==> config.mk <==
export PLATFORM = sky130hd
export DESIGN_NAME = dma_addr_bank
export DESIGN_NICKNAME = d
export VERILOG_FILES = /design/src/rtl/dma_bank_pkg.sv /design/src/rtl/dma_byte_ptr.sv /design/src/rtl/dma_chan_addr.sv /design/src/rtl/dma_tc_status.sv /design/src/rtl/dma_addr_bank.sv
export SDC_FILE = /design/constraint.sdc
export NUM_CORES = 1
export LEC_CHECK = 0
export BUFFER_PORTS_ARGS = -buffer_cell sky130_fd_sc_hd__clkbuf_2
export CORE_MARGIN = 3
export CORE_UTILIZATION = 35
export DETAILED_ROUTE_END_ITERATION = 10
export SKIP_LAST_GASP = 1
export SYNTH_ARGS = -nofsm -noshare
export SYNTH_HDL_FRONTEND = slang
export SYNTH_SLANG_ARGS = --single-unit
==> constraint.sdc <==
create_clock -name clk -period 3.65 [get_ports clk]
set_clock_uncertainty 0.1 [all_clocks]
set_input_delay 0.365 -clock clk [delete_from_list [all_inputs] [get_ports clk]]
set_output_delay 0.365 -clock clk [all_outputs]
set_load 0.05 [all_outputs]
==> src/rtl/dma_bank_pkg.sv <==
package dma_bank_pkg;

  // Port offset width and the fixed command/status offsets.
  localparam int OFFS_W = 4;
  localparam logic [OFFS_W-1:0] OFFS_STATUS  = 4'h8;
  localparam logic [OFFS_W-1:0] OFFS_CLR_PTR = 4'hC;
  localparam logic [OFFS_W-1:0] OFFS_MCLR    = 4'hD;

  // Decoded CPU access for one cycle.
  typedef struct packed {
    logic addr_hit;   // address-register offset
    logic stat_hit;   // status offset
    logic ptr_clr;    // clear pointer or master clear written
    logic mclr;       // master clear written
    logic addr_wr;    // write to an address register
    logic addr_acc;   // read or write of an address register
    logic stat_rd;    // read of status
  } dma_dec_t;

endpackage

==> src/rtl/dma_byte_ptr.sv <==
module dma_byte_ptr (
  input  logic clk,
  input  logic rst_n,
  input  logic toggle,
  input  logic clear,
  output logic hi_q
);

  always_ff @(posedge clk or negedge rst_n) begin
    if (!rst_n) begin
      hi_q <= 1'b0;
    end else if (clear) begin
      hi_q <= 1'b0;
    end else if (toggle) begin
      hi_q <= ~hi_q;
    end
  end

endmodule

==> src/rtl/dma_chan_addr.sv <==
module dma_chan_addr #(
  parameter int AW = 16,
  parameter int DW = 8
) (
  input  logic          clk,
  input  logic          wr_en,
  input  logic          wr_hi,
  input  logic [DW-1:0] wr_byte,
  input  logic          step,
  input  logic          tc,
  input  logic          autoinit,
  input  logic          dir_down,
  output logic [AW-1:0] base_q,
  output logic [AW-1:0] cur_q
);

  localparam logic [AW-1:0] ONE = AW'(1);

  // Address contents have no reset value; software programs them.
  always_ff @(posedge clk) begin
    if (wr_en) begin
      if (wr_hi) begin
        base_q[AW-1:DW] <= wr_byte;
        cur_q[AW-1:DW]  <= wr_byte;
      end else begin
        base_q[DW-1:0]  <= wr_byte;
        cur_q[DW-1:0]   <= wr_byte;
      end
    end else if (step) begin
      if (tc && autoinit) begin
        cur_q <= base_q;
      end else if (dir_down) begin
        cur_q <= cur_q - ONE;
      end else begin
        cur_q <= cur_q + ONE;
      end
    end
  end

endmodule

==> src/rtl/dma_tc_status.sv <==
module dma_tc_status #(
  parameter int NUM_CH = 4
) (
  input  logic              clk,
  input  logic              rst_n,
  input  logic [NUM_CH-1:0] set_vec,
  input  logic              clr,
  output logic [NUM_CH-1:0] tc_q
);

  always_ff @(posedge clk or negedge rst_n) begin
    if (!rst_n) begin
      tc_q <= '0;
    end else begin
      tc_q <= (clr ? '0 : tc_q) | set_vec;
    end
  end

endmodule

==> src/rtl/dma_addr_bank.sv <==
module dma_addr_bank
  import dma_bank_pkg::*;
#(
  parameter int NUM_CH = 4,   // power of two, 2..4 (status fits one byte)
  parameter int AW     = 16,  // current/base width, two bytes
  parameter int DW     = 8,   // CPU port width
  parameter int PW     = 8    // page width
) (
  input  logic                     clk,
  input  logic                     rst_n,
  input  logic [OFFS_W-1:0]        cpu_offs,
  input  logic                     cpu_wr,
  input  logic                     cpu_rd,
  input  logic [DW-1:0]            cpu_wdata,
  output logic [DW-1:0]            cpu_rdata,
  input  logic [NUM_CH-1:0]        xfer_step,
  input  logic [NUM_CH-1:0]        xfer_tc,
  input  logic [NUM_CH-1:0]        xfer_dir_down,
  input  logic [NUM_CH-1:0]        xfer_autoinit,
  input  logic [NUM_CH-1:0]        dreq,
  input  logic [NUM_CH*PW-1:0]     page_in,
  output logic [NUM_CH*(AW+PW)-1:0] ch_addr
);

  localparam int CW = $clog2(NUM_CH);
  localparam int OW = AW + PW;
  localparam logic [OFFS_W-1:0] ADDR_END = OFFS_W'(2 * NUM_CH);

  dma_dec_t             dec;
  logic [CW-1:0]        ch_sel;
  logic                 ptr_hi;
  logic [NUM_CH-1:0]    tc_q;
  logic [NUM_CH*AW-1:0] cur_flat;
  logic [NUM_CH*AW-1:0] base_flat;
  logic [AW-1:0]        rd_cur;
  logic [DW-1:0]        stat_word;

  // Offset decode.
  assign ch_sel = cpu_offs[CW:1];

  always_comb begin
    dec          = '0;
    dec.addr_hit = !cpu_offs[0] && (cpu_offs < ADDR_END);
    dec.stat_hit = (cpu_offs == OFFS_STATUS);
    dec.mclr     = cpu_wr && (cpu_offs == OFFS_MCLR);
    dec.ptr_clr  = cpu_wr && ((cpu_offs == OFFS_CLR_PTR) || (cpu_offs == OFFS_MCLR));
    dec.addr_wr  = cpu_wr && dec.addr_hit;
    dec.addr_acc = (cpu_wr || cpu_rd) && dec.addr_hit;
    dec.stat_rd  = cpu_rd && dec.stat_hit;
  end

  // Shared byte pointer.
  dma_byte_ptr u_ptr (
    .clk    (clk),
    .rst_n  (rst_n),
    .toggle (dec.addr_acc),
    .clear  (dec.ptr_clr),
    .hi_q   (ptr_hi)
  );

  // Per-channel address registers.
  for (genvar i = 0; i < NUM_CH; i++) begin : g_ch
    logic wr_this;
    assign wr_this = dec.addr_wr && (ch_sel == CW'(i));

    dma_chan_addr #(.AW(AW), .DW(DW)) u_chan (
      .clk      (clk),
      .wr_en    (wr_this),
      .wr_hi    (ptr_hi),
      .wr_byte  (cpu_wdata),
      .step     (xfer_step[i]),
      .tc       (xfer_tc[i]),
      .autoinit (xfer_autoinit[i]),
      .dir_down (xfer_dir_down[i]),
      .base_q   (base_flat[i*AW +: AW]),
      .cur_q    (cur_flat[i*AW +: AW])
    );

    // Output address: page above current.
    assign ch_addr[i*OW +: OW] = {page_in[i*PW +: PW], cur_flat[i*AW +: AW]};
  end

  // Terminal-count flags.
  dma_tc_status #(.NUM_CH(NUM_CH)) u_tc (
    .clk     (clk),
    .rst_n   (rst_n),
    .set_vec (xfer_step & xfer_tc),
    .clr     (dec.stat_rd || dec.mclr),
    .tc_q    (tc_q)
  );

  // Status byte: live requests above latched terminal counts.
  always_comb begin
    stat_word                      = '0;
    stat_word[NUM_CH-1:0]          = tc_q;
    stat_word[2*NUM_CH-1:NUM_CH]   = dreq;
  end

  // Read path.
  assign rd_cur = cur_flat[ch_sel*AW +: AW];

  always_comb begin
    cpu_rdata = '0;
    if (cpu_rd) begin
      if (dec.addr_hit) begin
        cpu_rdata = ptr_hi ? rd_cur[AW-1:DW] : rd_cur[DW-1:0];
      end else if (dec.stat_hit) begin
        cpu_rdata = stat_word;
      end
    end
  end

endmodule

==> results.json <==
{
  "num_vias": 7448,
  "root_buffer": "clkbuf_16",
  "final.period_utilization": 0.795,
  "totalWireLength_um": 27600,
  "cp.arrival_ns": 2.95,
  "min_period_ns": 2.90,
  "drtAntennaViolNets": 0,
  "grt_pass1_vias": 6953,
  "yosysSeqAreaShare": 0.444,
  "p_per_area_nw_per_um2": 671,
  "grt_usage": 0.195,
  "synth_edf_count": 128,
  "ys_types": 65,
  "synth.ff_latch_count": 133,
  "diodes": 0,
  "grt_pass1_wl_um": 41600,
  "syn_avg_cell_area_um2": 10.2,
  "drive_above_1_share": 0.190,
  "hpwlAfterDp_um": 20800,
  "post_cts_resized": 0,
  "cp_slowest_cell": "edfxtp_1",
  "cts_buffers": 17,
  "required_ns": 3.70,
  "hold_class": "primary input to flip-flop",
  "critPathCaptureType": "flip-flop",
  "die_w_um": 166,
  "num_rows": 57,
  "place_congestion": 0.970,
  "finalSetupViolations": 0,
  "ctsHoldBuffers": 1,
  "insertion_delay_ns": 0.43,
  "antenna_found_initial": 4,
  "filler_cell_count": 2430,
  "clkTransAtPathRegs_ns": 0.06,
  "tightest_slew_ns": 0.916,
  "wire_per_inst_um": 21.3,
  "slew_violations": 0,
  "gr-total-overflow": 0,
  "io_pins": 172,
  "hold_viol": 0,
  "dpl_cell_area_um2": 9600,
  "drcViolationCount": 0,
  "fin_ws_ns": 0.747,
  "htree_levels": 4,
  "ys.flop_type": "edfxtp_1",
  "die-area_um2": 27500,
  "post_cts_buffers": 0,
  "ys_warn_count": 0,
  "die_h_um": 166,
  "mostFrequentLayoutCell": "edfxtp_1",
  "ir_worst_vdd_v": 0.000389,
  "dp_slack_ns": 0.586,
  "cts_tree": "done",
  "path_cells": "fa_1 -> a211oi_1 -> o21ai_1 -> o22a_1 -> a41o_1 -> a21oi_2 -> xor2_1 -> a311oi_1",
  "criticalPathCategory": "flip-flop to flip-flop",
  "tns_ns": 0,
  "slew_headroom": 0.390,
  "first_pass_iters": 5,
  "syn_area_um2": 8930,
  "grt_max_degree": 27,
  "fmax_ghz": 0.344,
  "port_buffers": 107,
  "final_cell_area_um2": 10200,
  "crit_fanout": 6,
  "start_util": 0.362,
  "status": "completed",
  "coreArea_um2": 24700,
  "final_cell_mix": "128 x edfxtp_1, 112 x nand2_1, 107 x clkbuf_2",
  "clockBufferDepth": 2,
  "drt-vias-per-instance": 5.76,
  "synth_async_sr_flop_share": 0.0376,
  "syn_nets": 1007,
  "synth_cells": 879,
  "drt_iter0_markers": 965,
  "cp-start-kind": "flip-flop",
  "clock-sinks": 133,
  "slowest_delay_ns": 0.55,
  "final_nets": 1084,
  "maxCapViolCount": 0,
  "hold_ws_ns": 0.135,
  "rsz0062_at_grt": "false",
  "syn2layout_area_growth_pct": 14.6,
  "power.leakage_nw": 4.05
}
==> stage by stage <==
| stage | util | power [mW] | instances |
|---|---|---|---|
| finish | 0.415 | 6.87 | 1293 |
| global route | 0.415 | 7.20 | 1293 |
| CTS | 0.415 | 6.85 | 1293 |
| detailed placement | 0.389 | 5.03 | 1260 |
| global placement | 0.389 | 5.02 | 1260 |
| floorplan | - | 4.36 | 879 |
==> cells in the mapped netlist (6+ instances only) <==
master / count / share of area
nor3_1: 13 / 0.0073
a21o_1: 23 / 0.019
o21ai_1: 7 / 0.0039
nand2b_1: 6 / 0.0042
a31oi_1: 30 / 0.021
xnor2_1: 32 / 0.031
mux4_2: 16 / 0.040
edfxtp_1: 128 / 0.43
o21ai_0: 62 / 0.035
inv_1: 11 / 0.0046
or3_1: 6 / 0.0042
a211oi_1: 19 / 0.016
buf_4: 36 / 0.030
nor2_1: 85 / 0.036
xor2_1: 16 / 0.016
and2_1: 13 / 0.0091
clkbuf_1: 19 / 0.0080
a21oi_1: 67 / 0.038
nand3_1: 20 / 0.011
mux2i_1: 13 / 0.015
nand2_1: 112 / 0.047
ha_1: 56 / 0.078
==> sequential cells by signal (all words and copies together), names as in the netlist <==
| name | cells |
|---|---|
| u_ptr.hi_q | 1 |
| g_ch.u_chan.base_q | 64 |
| g_ch.u_chan.cur_q | 64 |
| u_tc.tc_q | 4 |
==> routing by layer <==
metal  GRT usage  share of wire
met1       0.281           0.44
met2       0.291           0.43
met3      0.0393          0.092
met4      0.0759          0.033
met5           0         0.0019
==> cells by family (layout without fill, tap and decap cells) <==
kind of cell / count (synthesis) / after routing / share of synthesized area
adders and majority gates: 60 / 60 / 0.0874
xor gates and xnor gates: 48 / 48 / 0.0471
AOI/OAI and AO/OA: 262 / 262 / 0.186
and+or+nand+nor: 270 / 270 / 0.130
muxes: 31 / 31 / 0.0574
DFF: 133 / 133 / 0.444
buffers and inverters: 75 / 165 / 0.0478
==> where the power goes <==
part | internal (mW) | total, mW | switching (mW)
Combinational | 1.00 | 2.76 | 1.76
Sequential | 1.95 | 2.29 | 0.332
Clock | 1.15 | 1.83 | 0.675
==> worst paths after layout <==
kind	startpoint	end	slack (ns)	cells past startpoint
max in group asynchronous	rst_n	u_tc.tc_q[1]	3.06	2
worst min register to register	u_tc.tc_q[0]	u_tc.tc_q[0]	0.41	1
worst max-delay path	g_ch[3].u_chan.cur_q[0]	g_ch[3].u_chan.cur_q[12]	0.75	8
worst min-delay path	xfer_step[3]	u_tc.tc_q[3]	0.13	2
min in group asynchronous	rst_n	u_ptr.hi_q	0.21	2
worst max register to register	g_ch[3].u_chan.cur_q[0]	g_ch[3].u_chan.cur_q[12]	0.75	8
==> worst max-delay path, delay by kind of cell (launching register included) <==
family                   cells  cell delay (ns)
adder cells (fa/ha/maj)      1             0.51
XOR/XNOR                     1             0.15
AO/OA/AOI/OAI                6             1.32
flip-flops                   1             0.55
==> cell type report <==
type	count	area, um^2	area share
repair buffers	122	651	0.0636
multi-input cells	671	4540	0.444
clock inverters	14	200	0.0196
flip-flops and latches	133	3970	0.388
inverters	11	41.3	0.00403
clock buffers	18	429	0.0419
well taps	324	405	0.0396
(Power assumes the default switching activity.)
